==> src/rtl/rate_seq.sv <==
module rate_seq #(
  parameter int NDUAL    = 2,
  parameter int RATE_W   = 3,
  parameter int RST_HOLD = 4,
  parameter int TIMEOUT  = 4096
) (
  input  logic                    clk,
  input  logic                    rst_n,
  input  logic [NDUAL-1:0]        boot_cal_mask,
  input  logic                    cmd_valid,
  input  logic [NDUAL*RATE_W-1:0] cmd_rate,
  input  logic [NDUAL-1:0]        cmd_auto,
  input  logic [NDUAL-1:0]        cmd_pam4,
  input  logic [1:0]              sys_stat,
  input  logic [NDUAL-1:0]        xcvr_rate_done,
  input  logic [NDUAL*RATE_W-1:0] xcvr_rate_stat,
  input  logic [NDUAL-1:0]        xcvr_auto_req,
  output logic                    xcvr_reset_all,
  output logic                    xcvr_rx_rst,
  output logic [NDUAL-1:0]        xcvr_cal_en,
  output logic                    xcvr_rate_req,
  output logic [NDUAL*RATE_W-1:0] xcvr_rate_tgt,
  output logic [NDUAL-1:0]        xcvr_auto_en,
  output logic                    busy,
  output logic                    done,
  output logic                    err
);

  localparam int CNT_MAX = (TIMEOUT > RST_HOLD) ? TIMEOUT : RST_HOLD;
  localparam int CNT_W   = $clog2(CNT_MAX + 1);
  localparam logic [NDUAL-1:0] ALL1 = {NDUAL{1'b1}};

  typedef enum logic [3:0] {
    S_IDLE, S_RSTA, S_WRST, S_CARM, S_CRST, S_CWAIT,
    S_RREQ, S_RWAIT, S_RAUTO, S_ERR
  } state_t;

  state_t st, nxt;
  logic [CNT_W-1:0]        cnt;
  logic [1:0]              stat_q;
  logic                    is_rc;
  logic                    done_q;
  logic [NDUAL-1:0]        auto_q, pam_q, cal_q, chg;
  logic [NDUAL*RATE_W-1:0] tgt_q;
  logic                    waiting, expired;

  always_comb begin
    for (int d = 0; d < NDUAL; d++)
      chg[d] = cmd_rate[d*RATE_W +: RATE_W] != xcvr_rate_stat[d*RATE_W +: RATE_W];
  end

  assign waiting = (st != S_IDLE) && (st != S_RSTA) && (st != S_ERR);
  assign expired = waiting && (cnt == CNT_W'(TIMEOUT - 1));

  always_comb begin
    nxt = st;
    case (st)
      S_IDLE:  if (cmd_valid) nxt = S_RREQ;
      S_RSTA:  if (cnt == CNT_W'(RST_HOLD - 1)) nxt = S_WRST;
      S_WRST:  if (stat_q == 2'd0 && sys_stat == 2'd1)
                 nxt = (boot_cal_mask != '0) ? S_CARM : S_IDLE;
      S_CARM:  if (!is_rc || sys_stat == 2'd3) nxt = S_CRST;
      S_CRST:  if (is_rc) begin
                 if (stat_q == 2'd3 && sys_stat == 2'd1) nxt = S_CWAIT;
               end else if (sys_stat == 2'd3) nxt = S_IDLE;
      S_CWAIT: if (sys_stat == 2'd3) nxt = S_IDLE;
      S_RREQ:  if (xcvr_rate_done != ALL1) nxt = S_RWAIT;
      S_RWAIT: if (xcvr_rate_stat == tgt_q)
                 nxt = (auto_q != '0) ? S_RAUTO : ((pam_q != '0) ? S_CARM : S_IDLE);
      S_RAUTO: if ((xcvr_auto_req & auto_q) != '0) nxt = S_CARM;
      default: nxt = S_ERR;
    endcase
    if (expired && nxt == st) nxt = S_ERR;
  end

  always_ff @(posedge clk or negedge rst_n) begin
    if (!rst_n) begin
      st     <= S_RSTA;
      cnt    <= '0;
      stat_q <= 2'd3;
      is_rc  <= 1'b0;
      done_q <= 1'b0;
      auto_q <= '0;
      pam_q  <= '0;
      cal_q  <= '0;
      tgt_q  <= '0;
    end else begin
      st     <= nxt;
      stat_q <= sys_stat;
      done_q <= (nxt == S_IDLE) && (st != S_IDLE);
      if (nxt != st) cnt <= '0;
      else if (cnt != CNT_W'(CNT_MAX)) cnt <= cnt + 1'b1;
      if (st == S_IDLE && cmd_valid) begin
        tgt_q  <= cmd_rate;
        auto_q <= cmd_auto & chg;
        pam_q  <= cmd_pam4;
        is_rc  <= 1'b1;
      end
      if (st == S_WRST && nxt == S_CARM) begin
        cal_q <= boot_cal_mask;
        is_rc <= 1'b0;
      end
      if (st == S_RWAIT && nxt == S_CARM) cal_q <= pam_q;
      if (st == S_RAUTO && nxt == S_CARM) cal_q <= xcvr_auto_req & auto_q;
    end
  end

  assign xcvr_reset_all = (st == S_RSTA);
  assign xcvr_rx_rst    = (st == S_CRST);
  assign xcvr_cal_en    = (st == S_CARM || st == S_CRST || st == S_CWAIT) ? cal_q : '0;
  assign xcvr_rate_req  = (st == S_RREQ);
  assign xcvr_rate_tgt  = tgt_q;
  assign xcvr_auto_en   = (st == S_RREQ || st == S_RWAIT || st == S_RAUTO) ? auto_q : '0;
  assign busy           = waiting || (st == S_RSTA);
  assign done           = done_q;
  assign err            = (st == S_ERR);

  AST_RXRST_HAS_CAL: assert property (@(posedge clk) disable iff (!rst_n)
    xcvr_rx_rst |-> (xcvr_cal_en != '0));

  AST_CAL_BEFORE_RST: assert property (@(posedge clk) disable iff (!rst_n)
    $rose(xcvr_rx_rst) |-> ($past(xcvr_cal_en) != '0));

  AST_RC_RST_AT3: assert property (@(posedge clk) disable iff (!rst_n)
    ($rose(xcvr_rx_rst) && is_rc) |-> ($past(sys_stat) == 2'd3));

  AST_ACK_DROPS_REQ: assert property (@(posedge clk) disable iff (!rst_n)
    (xcvr_rate_req && xcvr_rate_done != ALL1) |=> !xcvr_rate_req);

  AST_TGT_STABLE: assert property (@(posedge clk) disable iff (!rst_n)
    (busy && $past(busy)) |-> $stable(xcvr_rate_tgt));

  AST_ERR_STICKY: assert property (@(posedge clk) disable iff (!rst_n)
    err |=> err);

  AST_ERR_QUIET: assert property (@(posedge clk) disable iff (!rst_n)
    err |-> (!busy && !xcvr_rate_req && !xcvr_rx_rst && xcvr_cal_en == '0));

  AST_DONE_PULSE: assert property (@(posedge clk) disable iff (!rst_n)
    done |=> !done);

endmodule

==> config.mk <==
export PLATFORM = sky130hd
export DESIGN_NAME = rate_seq
export DESIGN_NICKNAME = d
export VERILOG_FILES = /design/src/rtl/rate_seq.sv
export SDC_FILE = /design/constraint.sdc
export NUM_CORES = 1
export LEC_CHECK = 0
export ABC_CLOCK_PERIOD_IN_PS = 2000
export BUFFER_PORTS_ARGS = -buffer_cell sky130_fd_sc_hd__clkbuf_2
export CAP_MARGIN = 20
export CORE_UTILIZATION = 35
export DETAILED_ROUTE_END_ITERATION = 10
export PLACE_DENSITY = 0.65
export SLEW_MARGIN = 20
export SYNTH_ARGS = -nofsm -noshare
export SYNTH_HDL_FRONTEND = slang
export SYNTH_SLANG_ARGS = --single-unit
==> constraint.sdc <==
create_clock -name clk -period 2 [get_ports clk]
set_input_delay 0.3 -clock clk [delete_from_list [all_inputs] [get_ports clk]]
set_output_delay 0.3 -clock clk [all_outputs]
set_load 0.005 [all_outputs]
# Word level (Yosys, flattened, before mapping)
# Cells that the tools add are included.
# classes
addsub,1
eq_ne,24
muxes,24
n_bitwise,2
n_reduce_logical,29
# op_table
op,n
2-to-1 mux 4 bit,12
one-hot mux 4 bit (9 select lines),1
2-to-1 mux 13 bit,2
"== test 4 x 3 -> 1 bit, second input constant",4
2-to-1 mux 2 bit,7
"adder 13 x 1 -> 13 bit, second input constant",1
"== test 13 x 12 -> 1 bit, second input constant",1
"== test 13 x 2 -> 1 bit, second input constant",1
"inequality test 13 bit, second input constant",1
"== test 4 x 2 -> 1 bit, second input constant",3
nonzero test 2 bit,6
logical AND 1 bit,11
"== test 4 bit, second input constant",2
logical NOT 4 bit,2
== test 6 bit,1
logical OR 1 bit,6
inequality test 3 bit,2
bitwise AND 2 bit,2
"== test 2 bit, second input constant",2
"== test 4 x 1 -> 1 bit, second input constant",1
== test 4 bit,1
"inequality test 4 x 1 -> 1 bit, second input constant",1
inequality test 4 bit,1
"inequality test 4 bit, second input constant",1
7 further kinds,8
# word_totals
reg_bits,33
input_bits,27
out_inout_bits,16
wordCells,89

# Logic depth before layout (Yosys ltp)
# Gate-level depths: netlist (run 1).
# logic_depth
word_depth,13
mapped_depth,9

# Worst setup path after synthesis (run 1)
# No wires, ideal clock.
# synth_path
path_kind,flip-flop to flip-flop
startpoint,reg cnt[0]
endpoint,reg cnt[11]
setup_time_ns,0.120
arrival_ns,2.009
path_slack_ns,-0.130
path_stages_with_launch,9
synth_period_minus_slack_ns,2.130
cell_sequence,dfrtp_1 -> ha_1 -> nor4b_1 -> nand3_1 -> a221oi_2 -> nand4b_4 -> xnor2_4 -> buf_6 -> nor3_2
# synth_via
elab_chain_cells,8
# synth_rtl
item,line_no,rtl
"start, declared",39,logic [CNT_W-1:0] cnt;
"start signal, assigned",92,else if (cnt != CNT_W'(CNT_MAX)) cnt <= cnt + 1'b1;
== test 13 x 2 -> 1 bit,59,S_RSTA: if (cnt == CNT_W'(RST_HOLD - 1)) nxt = S_WRST;
2-to-1 mux 4 bit,59,
one-hot mux 4 bit (9 select lines),57,case (st)
== test 4 bit,73,if (expired && nxt == st) nxt = S_ERR;
logical AND 1 bit,73,
2-to-1 mux 4 bit,73,
inequality test 4 bit,91,if (nxt != st) cnt <= '0;
2-to-1 mux 13 bit or nonzero test 2 bit (tied branches),n/a,
# Parallel ways exist; a longest one is shown, timed or not. The select of a mux whose other input is x is not followed.
# A chain may end at the register's enable or synchronous reset.

# Worst setup path after layout (run 1)
# layout_path
startpoint,reg st[1]
endpoint,reg st[1]
# layout_via
elab_chain_cells,6
# layout_rtl
item,line_no,rtl
"start, declared",38,"state_t st, nxt;"
"start signal, assigned",88,st <= nxt;
2-to-1 mux 4 bit (tied with other cells),"65, 66",
2-to-1 mux 4 bit or logical AND 1 bit (tied branches),"63, 52",
one-hot mux 4 bit (9 select lines) or logical AND 1 bit (tied branches),"57, 52",
== test 4 bit or logical AND 1 bit (tied branches),"73, 53",
logical AND 1 bit,73,
2-to-1 mux 4 bit (*),73,
via nxt[1],38,
# Mark *: on every way through the listed nets, which the timed path passes. The rest lies on a longest branch.

==> reports/results.txt, run 1 <==
The run finished, with violations left. The checks that failed: negative setup slack. Counting instances in the post-synthesis netlist gives the leading cell types as sky130_fd_sc_hd__dfrtp_1, sky130_fd_sc_hd__nand2_1, sky130_fd_sc_hd__xor2_1, sky130_fd_sc_hd__nor2_1, sky130_fd_sc_hd__nor3_2. Worst slack after detailed placement: -0.1640 ns. The type of the tightest min-delay check was input port to register.

The root buffer cell chosen for the clock tree is sky130_fd_sc_hd__clkbuf_8. The die outline width came out at 83.44 um. After the first detailed-routing iteration, the DRC count stood at 109. The number of placed I/O pins is 43, and the final setup violation count is 21.

The logs give 0.4622 GHz for the highest clock rate and 36.34% for the effective utilization at floorplan. The count of TritonRoute iterations in the first routing pass was 4. Detailed-route DRC error count: 0. In the routed layout, each cell is associated on average with a via count of 5.145. Counting the fill cells in the layout gives 563. The area inside the core boundary is 0.006386 sq mm.

The clock sink total was 33. Global routing used 17.96% of the available tracks. The detail route stage leaves a number of antenna-violating nets equal to 0. For the worst-skew pair, the clock arrives at the later sink with an insertion delay of 0.29 ns.

The actual slew at the worst max-slew pin is 0.4510 ns, and the number of global-route vias before repair is 2130. For the overall via count from detail_route, the log shows 2171. Synthesis produced a netlist whose cell count is 228. Clock buffer count from CTS: 5. The run gives -0.1636 ns as the worst setup slack after layout. The leakage power is 1.557 nW, and the async set-reset flop share out of synthesis is 100.0%.

For this run, the share of the core covered by cells in the final layout is 55.09%. The logs give 0 for the max-cap violation count and 9998 um for the wire length of the first global-routing pass. The tools report the number of warning messages in the yosys log as 0. Most repeated cell in the gate-level netlist after synthesis: sky130_fd_sc_hd__dfrtp_1.

IR analysis of the VDD net gives a maximum drop of 914.1 uV. The total nets after synthesis was 257; the worst endpoint data arrival time was 2.35 ns. The congestion estimate from routability-driven global placement came to 0.8475. The count of input and output buffers is 42, and the detailed-route wire length is 6106 um. After clock tree synthesis, the clock-pin slew on the worst setup and hold paths is 0.08 ns.

For the maximum clock path buffer count, the log shows 2. The most used flip-flop cell after synthesis is sky130_fd_sc_hd__dfrtp_1. For the worst setup path, the data required time is 2.18 ns.

The die covers 0.006961 sq mm. The number of antenna diodes in the final layout is 0. The fraction of the cycle the final worst path needs came out at 108.2%.

In this run, synthesis produced a sequential element count of 33. Clock skew on the completed layout was measured at 0.01018 ns. Routed wire length per instance: 14.47 um. Of all cell types, the one taking the most synthesized area is sky130_fd_sc_hd__dfrtp_1.

The critical path is of the register to register type. Of the cells placed in the final design, the portion with a size suffix greater than 1 is 55.36%. The die height was 83.44 um. The run gives 0.002321 sq mm as the post-synthesis instance area.

The largest net degree at the start of global routing is 15. Setup repair after global routing could not meet its margin everywhere. The CTS H-tree depth is 2, and the max-slew violation count is 0.

In this run the worst path has a maximum fanout of 5. In the post-synthesis netlist, the biggest area contributors are sky130_fd_sc_hd__dfrtp_1, sky130_fd_sc_hd__xor2_1, sky130_fd_sc_hd__nor3_2, sky130_fd_sc_hd__mux2_2, sky130_fd_sc_hd__dfstp_2. Counting I/O delays and the setup requirement, the final critical path takes 2.164 ns. Averaged over all synthesized cells, the footprint is 10.18 sq um. The count of endpoints failing hold in the final timing report is 0. The final HPWL from detailed placement is 4517 um, and the remaining global-route overflow is 0. The share of the Yosys chip area taken by registers is 35.74%. Type of element capturing the critical path: a register.

The synthesized design contains 0 enable-type register cells. STA classifies the critical path startpoint as a register. The areal power density over the cells is 1440 mW/mm^2, and the number of distinct standard cells referenced by the synthesized netlist is 58. TritonCTS built the clock tree.

The tools report the relative max-transition margin as 69.66%. The post-synthesis to final-layout area growth works out to 51.59%. The top cell type by area accounts for 32.35% of the synthesized area. In this run the core area contains 29 standard-cell rows. The number of nets at the end of the flow was 373; the number of antenna violations at the first check in global routing was 0.
-- power by group --
group	switching (mW)	total (mW)	internal [mW]	leakage, nW
Combinational	1.57	3.27	1.70	1.07
Clock	0.282	0.785	0.502	0.0687
Sequential	0.151	1.02	0.866	0.416
Total	2.00	5.07	3.06	1.56
-- placed cells by master (no fill, tap or decap), drive strengths merged, types with 3 or more instances in the layout --
master and n:
buf 77, a21oi 4, nand4b 3, nor3 20, dfrtp 30, xor2 19
o21ai 8, nand4 4, nand2b 4, xnor2 6, and3 5, inv 7
and2 7, nand2 21, nand3 11, or4b 3, mux2 11, nor2 12
clkbuf 45, dfstp 3, nor4 5
-- stage by stage --
stage	setup TNS (ns)	hold slack [ns]	total power, mW	instance area [sq um]	cells
after detailed placement	-2.190	0.2403	3.640	3097	399
after global placement	-1.906	0.2419	3.588	3097	399
final	-2.299	0.2384	5.068	3518	422
after CTS	-1.372	0.2354	4.721	3361	416
after floorplan	-0.1550	0.004409	2.640	2376	228
after global routing	-3.938	0.2276	5.359	3518	422
-- cell type report --
cell class | count | area, sq um | area share (%)
clock buffers | 5 | 68.82 | 1.956
clock inverters | 3 | 68.82 | 1.956
inverters | 6 | 22.52 | 0.6401
multi-input cells | 180 | 1575 | 44.77
flip-flops and latches | 33 | 833.3 | 23.68
well taps | 77 | 96.34 | 2.738
repair buffers | 118 | 853.3 | 24.25
-- timing repair --
item,in CTS,in global routing
resized for setup,13,23
setup buffers,8,6
hold buffers,1,0
pin swaps,5,13
endpoints found under the setup margin,21,23
hold endpoints to repair,11,0
-- critical path, cell delays in order, from the launching register on --
cell and delay [ns]:
sky130_fd_sc_hd__dfrtp_2 0.45, sky130_fd_sc_hd__or3b_1 0.38, sky130_fd_sc_hd__a211o_1 0.31, sky130_fd_sc_hd__o311a_4 0.17, sky130_fd_sc_hd__a2111oi_4 0.41, sky130_fd_sc_hd__o22ai_4 0.13
sky130_fd_sc_hd__o21ba_1 0.20
-- flip-flops by register name (all words and copies together) (netlist names) --
name,flops
cnt,13
xcvr_rate_tgt,6
st,4
auto_q,2
cal_q,2
pam_q,2
stat_q,2
done,1
is_rc,1
-- cells by family after synthesis --
| group | synth area share, % |
|---|---|
| AO/OA/AOI/OAI | 14.82 |
| XOR/XNOR | 10.24 |
| adder cells (fa/ha/maj) | 1.078 |
| buffers and inverters | 3.935 |
| flip-flops | 35.74 |
| multiplexers | 5.337 |
| AND/OR/NAND/NOR | 28.84 |
-- layer usage --
metal	wire, um	part of all wire (%)	GRT usage (%)	vias to the layer above
met4	44	0.72	4.622	0
met5	0	0	0	-
met1	2747	45	22.41	1051
li1	-	-	-	1069
met3	181	3.0	3.181	5
met2	3132	51	31.97	46
-- worst paths after layout --
kind / startpoint / endpoint / slack [ns] / cells after the start
max: st[1]$_DFF_PN0_ / st[1]$_DFF_PN0_ / -0.16 / 6
min: sys_stat[0] / stat_q[0]$_DFF_PN1_ / 0.24 / 2
max reg2reg: st[1]$_DFF_PN0_ / st[1]$_DFF_PN0_ / -0.16 / 6
min reg2reg: pam_q[0]$_DFFE_PN0P_ / pam_q[0]$_DFFE_PN0P_ / 0.56 / 1
max in group asynchronous: rst_n / stat_q[1]$_DFF_PN1_ / 0.96 / 3
min in group asynchronous: rst_n / st[2]$_DFF_PN0_ / 0.45 / 2
No activity file was read; power rests on OpenSTA's default activity.
==> run 2: changes to the inputs <==
--- a/config.mk
+++ b/config.mk
@@ -10,7 +10,7 @@
 export CAP_MARGIN = 20
 export CORE_UTILIZATION = 35
 export DETAILED_ROUTE_END_ITERATION = 10
-export PLACE_DENSITY = 0.65
+export PLACE_DENSITY_LB_ADDON = 0.25
 export SLEW_MARGIN = 20
 export SYNTH_ARGS = -nofsm -noshare
 export SYNTH_HDL_FRONTEND = slang
==> run 2 against run 1 <==
  * The run still ends with negative setup slack left
  * Register-to-register slack hardly changed
  * Clock-buffer cell count is 3 higher
  * Utilization is 0.78 points lower
  * Total power is 6.6% lower
  * Via count is 0.37% higher
  * Sequential share of layout area is 0.34 points higher
  * Critical path type unchanged
  * Non-clock buffer count stayed put
  * Routed wire length is 0.82% higher
==> reports/results.txt, run 2 (synthesis results as in run 1) <==
In the layout the commonest cells are sky130_fd_sc_hd__buf_4, sky130_fd_sc_hd__clkbuf_2, sky130_fd_sc_hd__dfrtp_1. For the clock buffer count from CTS, the log shows 5. The path type of the worst setup path was register to register. The number of global-route vias before repair came out at 2245.

The detailed router finished its first iteration with 61 violations. The clock drives 33 sinks. The summed negative setup slack over all endpoints came out at -1.865 ns. The worst setup path is launched from a register.

The count of TritonRoute iterations in the first routing pass was 4; the routed wire length per instance was 14.59 um. At the pin with the least slew margin, the transition time is 0.3970 ns. Counting flops per register, the top entry is cnt. Count of endpoints failing hold in the final timing report: 0. The flip-flop count of the largest register after layout is 13, and the number of antenna violations at the first check in global routing is 0. The via density per instance came out at 5.164. The logs give 4554 um for the final HPWL from detailed placement and 2.18 ns for the data required time at the worst endpoint.

The post-route netlist has 54.78% of its cells at a drive strength greater than 1. In this run the remaining antenna-violating nets after routing total 0. The fraction of the cycle the final worst path needs is 107.5%.

The final reports fail on negative setup slack. The logs give 43 for the number of placed I/O pins and 18.62% for the combined global-route utilization of all metal layers. For this block, the routed nets add up to 6156 um of wire. The run finished, with violations left.

The tools report the count of placed standard cells in the final layout, fillers left out as 422. TritonCTS built the clock tree. The clock reaches the later pin of the worst-skew pair after 0.30 ns. The maximum clock path buffer count came out at 2.

STA classifies the critical path endpoint as a register. The worst endpoint data arrival time was 2.33 ns. The run gives 10460 um as the wire length of the first global-routing pass.

The worst slack after detailed placement was -0.2230 ns. The number of cells after detailed placement is 403. The region available for standard cell placement spans 0.006386 sq mm.

The die is 83.44 um wide. In this run the worst hold path is classified as input port to register. Count of input and output buffers: 42. The logs give 73.29% for the relative max-transition margin and 0 for the total inserted antenna cells.

Summed over all cells, the static leakage comes to 1.540 nW. The CTS H-tree depth is 2, and the max-slew violation count is 0. Relative to the synthesized area, the layout overhead comes to 49.43%. Worst setup slack after layout: -0.1508 ns. The run gives 0 as the remaining global-route overflow. For the final setup violation count, the log shows 19. The congestion estimate from routability-driven global placement came to 0.8308. Based on the critical path, the design can be clocked at up to 0.4649 GHz. The tree is rooted in a sky130_fd_sc_hd__clkbuf_8. The areal power density over the cells works out to 1365 mW/mm^2. The leading cell type in the layout, fill and taps excluded is sky130_fd_sc_hd__buf_4. For the final database, setup skew stands at 0.01256 ns.

The die is 83.44 um tall. Setup repair after global routing could not meet its margin everywhere. The floorplan has 29 rows.

The final core utilization was 54.31%; the largest net degree at the start of global routing was 14. The tool flagged a number of max-cap violations equal to 0. The largest voltage drop on the vdd net was 867.0 uV; the clock-pin transition on the worst setup and hold timing paths was 0.08 ns. Of all nets on the critical path, the largest fanout is 7. The floorplan step defined a die boundary enclosing 0.006961 sq mm.

Once the floorplan was initialized, standard cells occupied 36.34% of the core. The overall via count from detail_route was 2179; the final period demand of the worst path was 2.151 ns. The run gives 0 as the detailed-route DRC error count.

For this run, the post-layout net count is 373.
## run 2: changes by cell type in the layout (fill, tap and decap cells not counted), moves of 2 or more
cell,previous run,this run
sky130_fd_sc_hd__buf_4,65,68
sky130_fd_sc_hd__nor3_4,4,2
sky130_fd_sc_hd__nor2_1,12,10
sky130_fd_sc_hd__nor4_4,0,2
sky130_fd_sc_hd__nor3_1,4,6
sky130_fd_sc_hd__o21ai_2,2,0
sky130_fd_sc_hd__o21ai_4,0,2
sky130_fd_sc_hd__clkbuf_1,0,2
sky130_fd_sc_hd__nor2_2,0,2
sky130_fd_sc_hd__bufinv_16,2,0
sky130_fd_sc_hd__buf_6,8,5
sky130_fd_sc_hd__nor4_2,4,1
## run 2: path summary, 6_finish.rpt
check	startpoint	end	slack (ns)	depth (start not counted)
min	sys_stat[0]	stat_q[0]$_DFF_PN1_	0.11	1
max reg2reg	st[1]$_DFF_PN0_	st[2]$_DFF_PN0_	-0.15	7
min reg2reg	xcvr_rate_tgt[5]$_DFFE_PN0P_	xcvr_rate_tgt[5]$_DFFE_PN0P_	0.56	1
max in group asynchronous	rst_n	st[0]$_DFF_PN1_	0.99	3
max	st[1]$_DFF_PN0_	st[2]$_DFF_PN0_	-0.15	7
min in group asynchronous	rst_n	is_rc$_DFFE_PN0P_	0.45	2
## run 2: stage by stage
stage | hold slack, ns | power, mW | instance area [sq um]
6_report | 0.1102 | 4.733 | 3468
5_1_grt | 0.1266 | 5.027 | 3468
4_1_cts | 0.1117 | 4.375 | 3354
3_3_place_gp | 0.2202 | 3.635 | 3127
2_1_floorplan | 0.004409 | 2.640 | 2376
3_5_place_dp | 0.2261 | 3.668 | 3127
## run 2: cell type report
class,count,area [sq um]
Multi-Input combinational cell,180,1582
Inverter,6,25.02
Fill cell,559,2918
Clock buffer,8,90.09
Tap cell,77,96.34
Timing Repair Buffer,118,842.1
Sequential cell,33,833.3
## run 2: critical path: stages, from the launching register on
cell                        delay [ns]
sky130_fd_sc_hd__dfrtp_2          0.42
sky130_fd_sc_hd__buf_4            0.14
sky130_fd_sc_hd__buf_4            0.17
sky130_fd_sc_hd__nand4b_1         0.29
sky130_fd_sc_hd__a21o_1           0.34
sky130_fd_sc_hd__a2111oi_4        0.32
sky130_fd_sc_hd__o22ai_2          0.15
sky130_fd_sc_hd__o21ba_1          0.20
## run 2: repair_timing
| item | 4_1_cts | 5_1_grt |
|---|---|---|
| endpoints found under the hold margin | 9 | 0 |
| buffers inserted | 7 | 5 |
| gates resized for setup | 18 | 16 |
| hold buffers | 1 | 0 |
| setup endpoints to repair | 23 | 24 |
| pin swaps | 10 | 12 |
## run 2: per-layer routing
| layer | share of wire, % | track usage [%] |
|---|---|---|
| met1 | 47 | 24.36 |
| met2 | 49 | 31.82 |
| met3 | 2.9 | 3.380 |
| met4 | 1.2 | 4.622 |
| met5 | 0 | 0 |
## run 2: where the power goes
group          total (mW)  leakage [nW]  internal, mW  switching [mW]
logic                3.14          1.08          1.63            1.52
clock network       0.543        0.0455         0.281           0.262
registers            1.05         0.416         0.867           0.178
==> run 3: changes to the inputs <==
--- a/config.mk
+++ b/config.mk
@@ -11,6 +11,7 @@
 export CORE_UTILIZATION = 35
 export DETAILED_ROUTE_END_ITERATION = 10
 export PLACE_DENSITY_LB_ADDON = 0.25
+export RECOVER_POWER = 50
 export SLEW_MARGIN = 20
 export SYNTH_ARGS = -nofsm -noshare
 export SYNTH_HDL_FRONTEND = slang
==> run 3 against run 2 <==
  * The flow still finishes with violations (negative setup slack)
  * Clock-buffer cell count did not move
  * First-iteration DRC count rose by 6.6%
  * Cell count stayed put
  * Sequential power about the same
  * Highest routed layer unchanged
  * Register-to-register slack hardly changed
  * Via count grew 0.41%
==> reports/results.txt, run 3 (synthesis results as in run 1) <==
The run finished, with violations left. The final reports fail on negative setup slack. For the worst setup path, the data arrival time is 2.34 ns. The startpoint type of the worst setup path is a register. In this run, the clock network consumes 11.4% of the power. The terminating pin of the worst hold path is stat_q[0]$_DFF_PN1_.

The setup check on the worst reg-to-reg path leaves a slack of -0.16 ns. The tightest hold path in the finished design has a slack of 0.1202 ns. Hold path depth: 1. For the combined global-route utilization of all metal layers, the log shows 18.62%. The routed wire length per instance works out to 14.51 um. The register with the most flip-flops in the final layout is cnt.

The clock drives 33 sinks. After detailed routing, the total wire length is 6125 um. For the count of endpoints failing hold in the final timing report, the log shows 0. Once detail routing completed, the nets flagged for antenna violations numbered 0. From left edge to right edge, the die measures 83.44 um. The worst setup path is of the register to register kind. 0 antenna diodes ended up in the layout. The initialized floorplan defines 29 standard-cell rows. The largest net degree at the start of global routing was 14.

Once detailed placement completed, the half-perimeter wirelength came to 4554 um. The first detailed-routing pass took 5 iterations. Worst reg2reg path depth: 7.

TritonCTS built the clock tree. Across all layers, the routed design uses 2188 vias. Fraction of the cycle the final worst path needs: 108.0%.

The final period demand of the worst path works out to 2.159 ns. For the leakage power, the log shows 1.526 nW. The max-slew violation count is 0. The remaining global-route overflow is 0.

Headroom to the max-slew limit came out at 47.44%. The final setup violation count was 19. Once the floorplan was initialized, standard cells occupied 36.34% of the core. The leading cell type in the layout, fill and taps excluded is sky130_fd_sc_hd__buf_4. The worst hold path begins at sys_stat[0]. Dividing the detail-routed via count by the number of cells gives 5.185. The run gives 54.11% as the final core utilization. After clock tree synthesis, the clock-pin slew on the worst setup and hold paths is 0.08 ns.

The highest fanout seen on the critical path was 7; the number of antenna violations at the first check in global routing was 0. The cell sitting at the root of the clock tree is a sky130_fd_sc_hd__clkbuf_8. The floorplan step defined a die boundary enclosing 0.006961 sq mm. In the layout the commonest cells are sky130_fd_sc_hd__buf_4, sky130_fd_sc_hd__clkbuf_2, sky130_fd_sc_hd__dfrtp_1.

The tools report the clock tree skew after final layout as 0.01144 ns. STA classifies the critical path endpoint as a register. Internal power comes to 2.773 mW. Setup repair after global routing could not meet its margin everywhere. For this run, the number of standard cells in the final layout without fillers is 422. The areal power density over the cells was 1365 mW/mm^2; the actual slew at the worst max-slew pin was 0.7884 ns. The number of placed I/O pins was 43; the fraction of power consumed by sequential logic was 22.2%.

In the final design database the tool counted 373 nets. Combinational logic is responsible for 66.4% of the overall power. Including well taps, the total number of placed cells is 403. With fillers left out, the area of the finished cells amounts to 0.003456 sq mm. The post-synthesis to final-layout area growth works out to 48.89%. In the routed design, unresolved DRC markers number 0. The number of global-route vias before repair is 2245.

The floorplan step set the die height to 83.44 um. The register with the most flip-flops in the layout has 13 of them. Setup total negative slack on the finished layout was measured at -1.930 ns.

The worst setup slack after layout was -0.1593 ns. The clock reaches the later pin of the worst-skew pair after 0.29 ns. In the final layout, the share of cells above drive strength 1 is 53.62%. Buffers inserted during clock tree synthesis total 5. The wire length of the first global-routing pass was 10460 um; the worst slack after detailed placement was -0.2230 ns.

Across the run, the number of max-cap violations was 0. At the worst endpoint, the required time is 2.18 ns. The run gives 4.717 mW as the overall power.

The net switching power came out at 1.943 mW. The startpoint of the lowest-slack register-to-register path is st[1]$_DFF_PN0_. The worst hold path belongs to the class input port to register. The run gives 860.5 uV as the largest voltage drop on the vdd net. The switching power as a share of total power came out at 41.20%. In this run the number of H-tree levels came out at 2.

The cell area after placement is 0.003127 sq mm, and the maximum clock path buffer count is 2. The final weighted congestion in routability-driven placement was 0.8308. In this run the critical register-to-register path is captured at st[1]$_DFF_PN0_. Timing would allow up to 0.4631 GHz.

The count of input and output buffers was 42; the area inside the core boundary was 0.006386 sq mm. After the first detailed-routing iteration, the DRC count stood at 65.
==> run 3: final cells by class <==
cell class,count,area (sq um)
clock buffers,8,90.09
fillers,559,2930
repair buffers,118,829.5
multi-input cells,180,1582
inverters,6,25.02
flip-flops and latches,33,833.3
well taps,77,96.34
==> run 3: what timing repair did <==
| action | in CTS | in global routing |
|---|---|---|
| pin swaps | 10 | 12 |
| buffers inserted | 7 | 5 |
| hold endpoints to repair | 9 | 0 |
| cloned | 0 | 0 |
| hold buffers | 1 | 0 |
| endpoints found under the setup margin | 23 | 24 |
| resized for setup | 18 | 16 |
==> run 3: power groups by stage <==
stage | logic, mW | clock network, mW | registers [mW]
floorplan | 1.63 | 0 | 1.01
global placement | 2.58 | 0 | 1.06
detailed placement | 2.61 | 0 | 1.06
CTS | 2.78 | 0.552 | 1.04
global route | 3.38 | 0.578 | 1.07
finish | 3.13 | 0.539 | 1.05
==> run 3: worst max-delay path by stage <==
stage          slack (ns)          startpoint  cells after the start                    to
6_report            -0.16     st[1]$_DFF_PN0_                      7       st[1]$_DFF_PN0_
5_1_grt             -0.24     st[1]$_DFF_PN0_                      9   cnt[12]$_DFFE_PN0P_
2_1_floorplan       -0.01  cnt[0]$_DFFE_PN0P_                      8   cnt[11]$_DFFE_PN0P_
3_5_place_dp        -0.22         sys_stat[1]                      8  cal_q[1]$_DFFE_PN0P_
3_3_place_gp        -0.19     st[2]$_DFF_PN0_                      7    cnt[1]$_DFFE_PN0P_
4_1_cts             -0.14     st[1]$_DFF_PN0_                      6       st[2]$_DFF_PN0_
==> run 3: worst max-delay path, stage by stage (launching register included) <==
cell                        delay, ns
sky130_fd_sc_hd__dfrtp_2         0.42
sky130_fd_sc_hd__buf_4           0.14
sky130_fd_sc_hd__buf_4           0.17
sky130_fd_sc_hd__nand4b_1        0.29
sky130_fd_sc_hd__a21o_1          0.34
sky130_fd_sc_hd__a2111oi_4       0.32
sky130_fd_sc_hd__o22ai_2         0.15
sky130_fd_sc_hd__o21ba_1         0.21
==> run 3: layer usage <==
layer / track usage (%) / wire length [um]
met1: 24.36 / 2818
met2: 31.82 / 2984
met3: 3.380 / 230
met5: 0 / 0
met4: 4.622 / 91
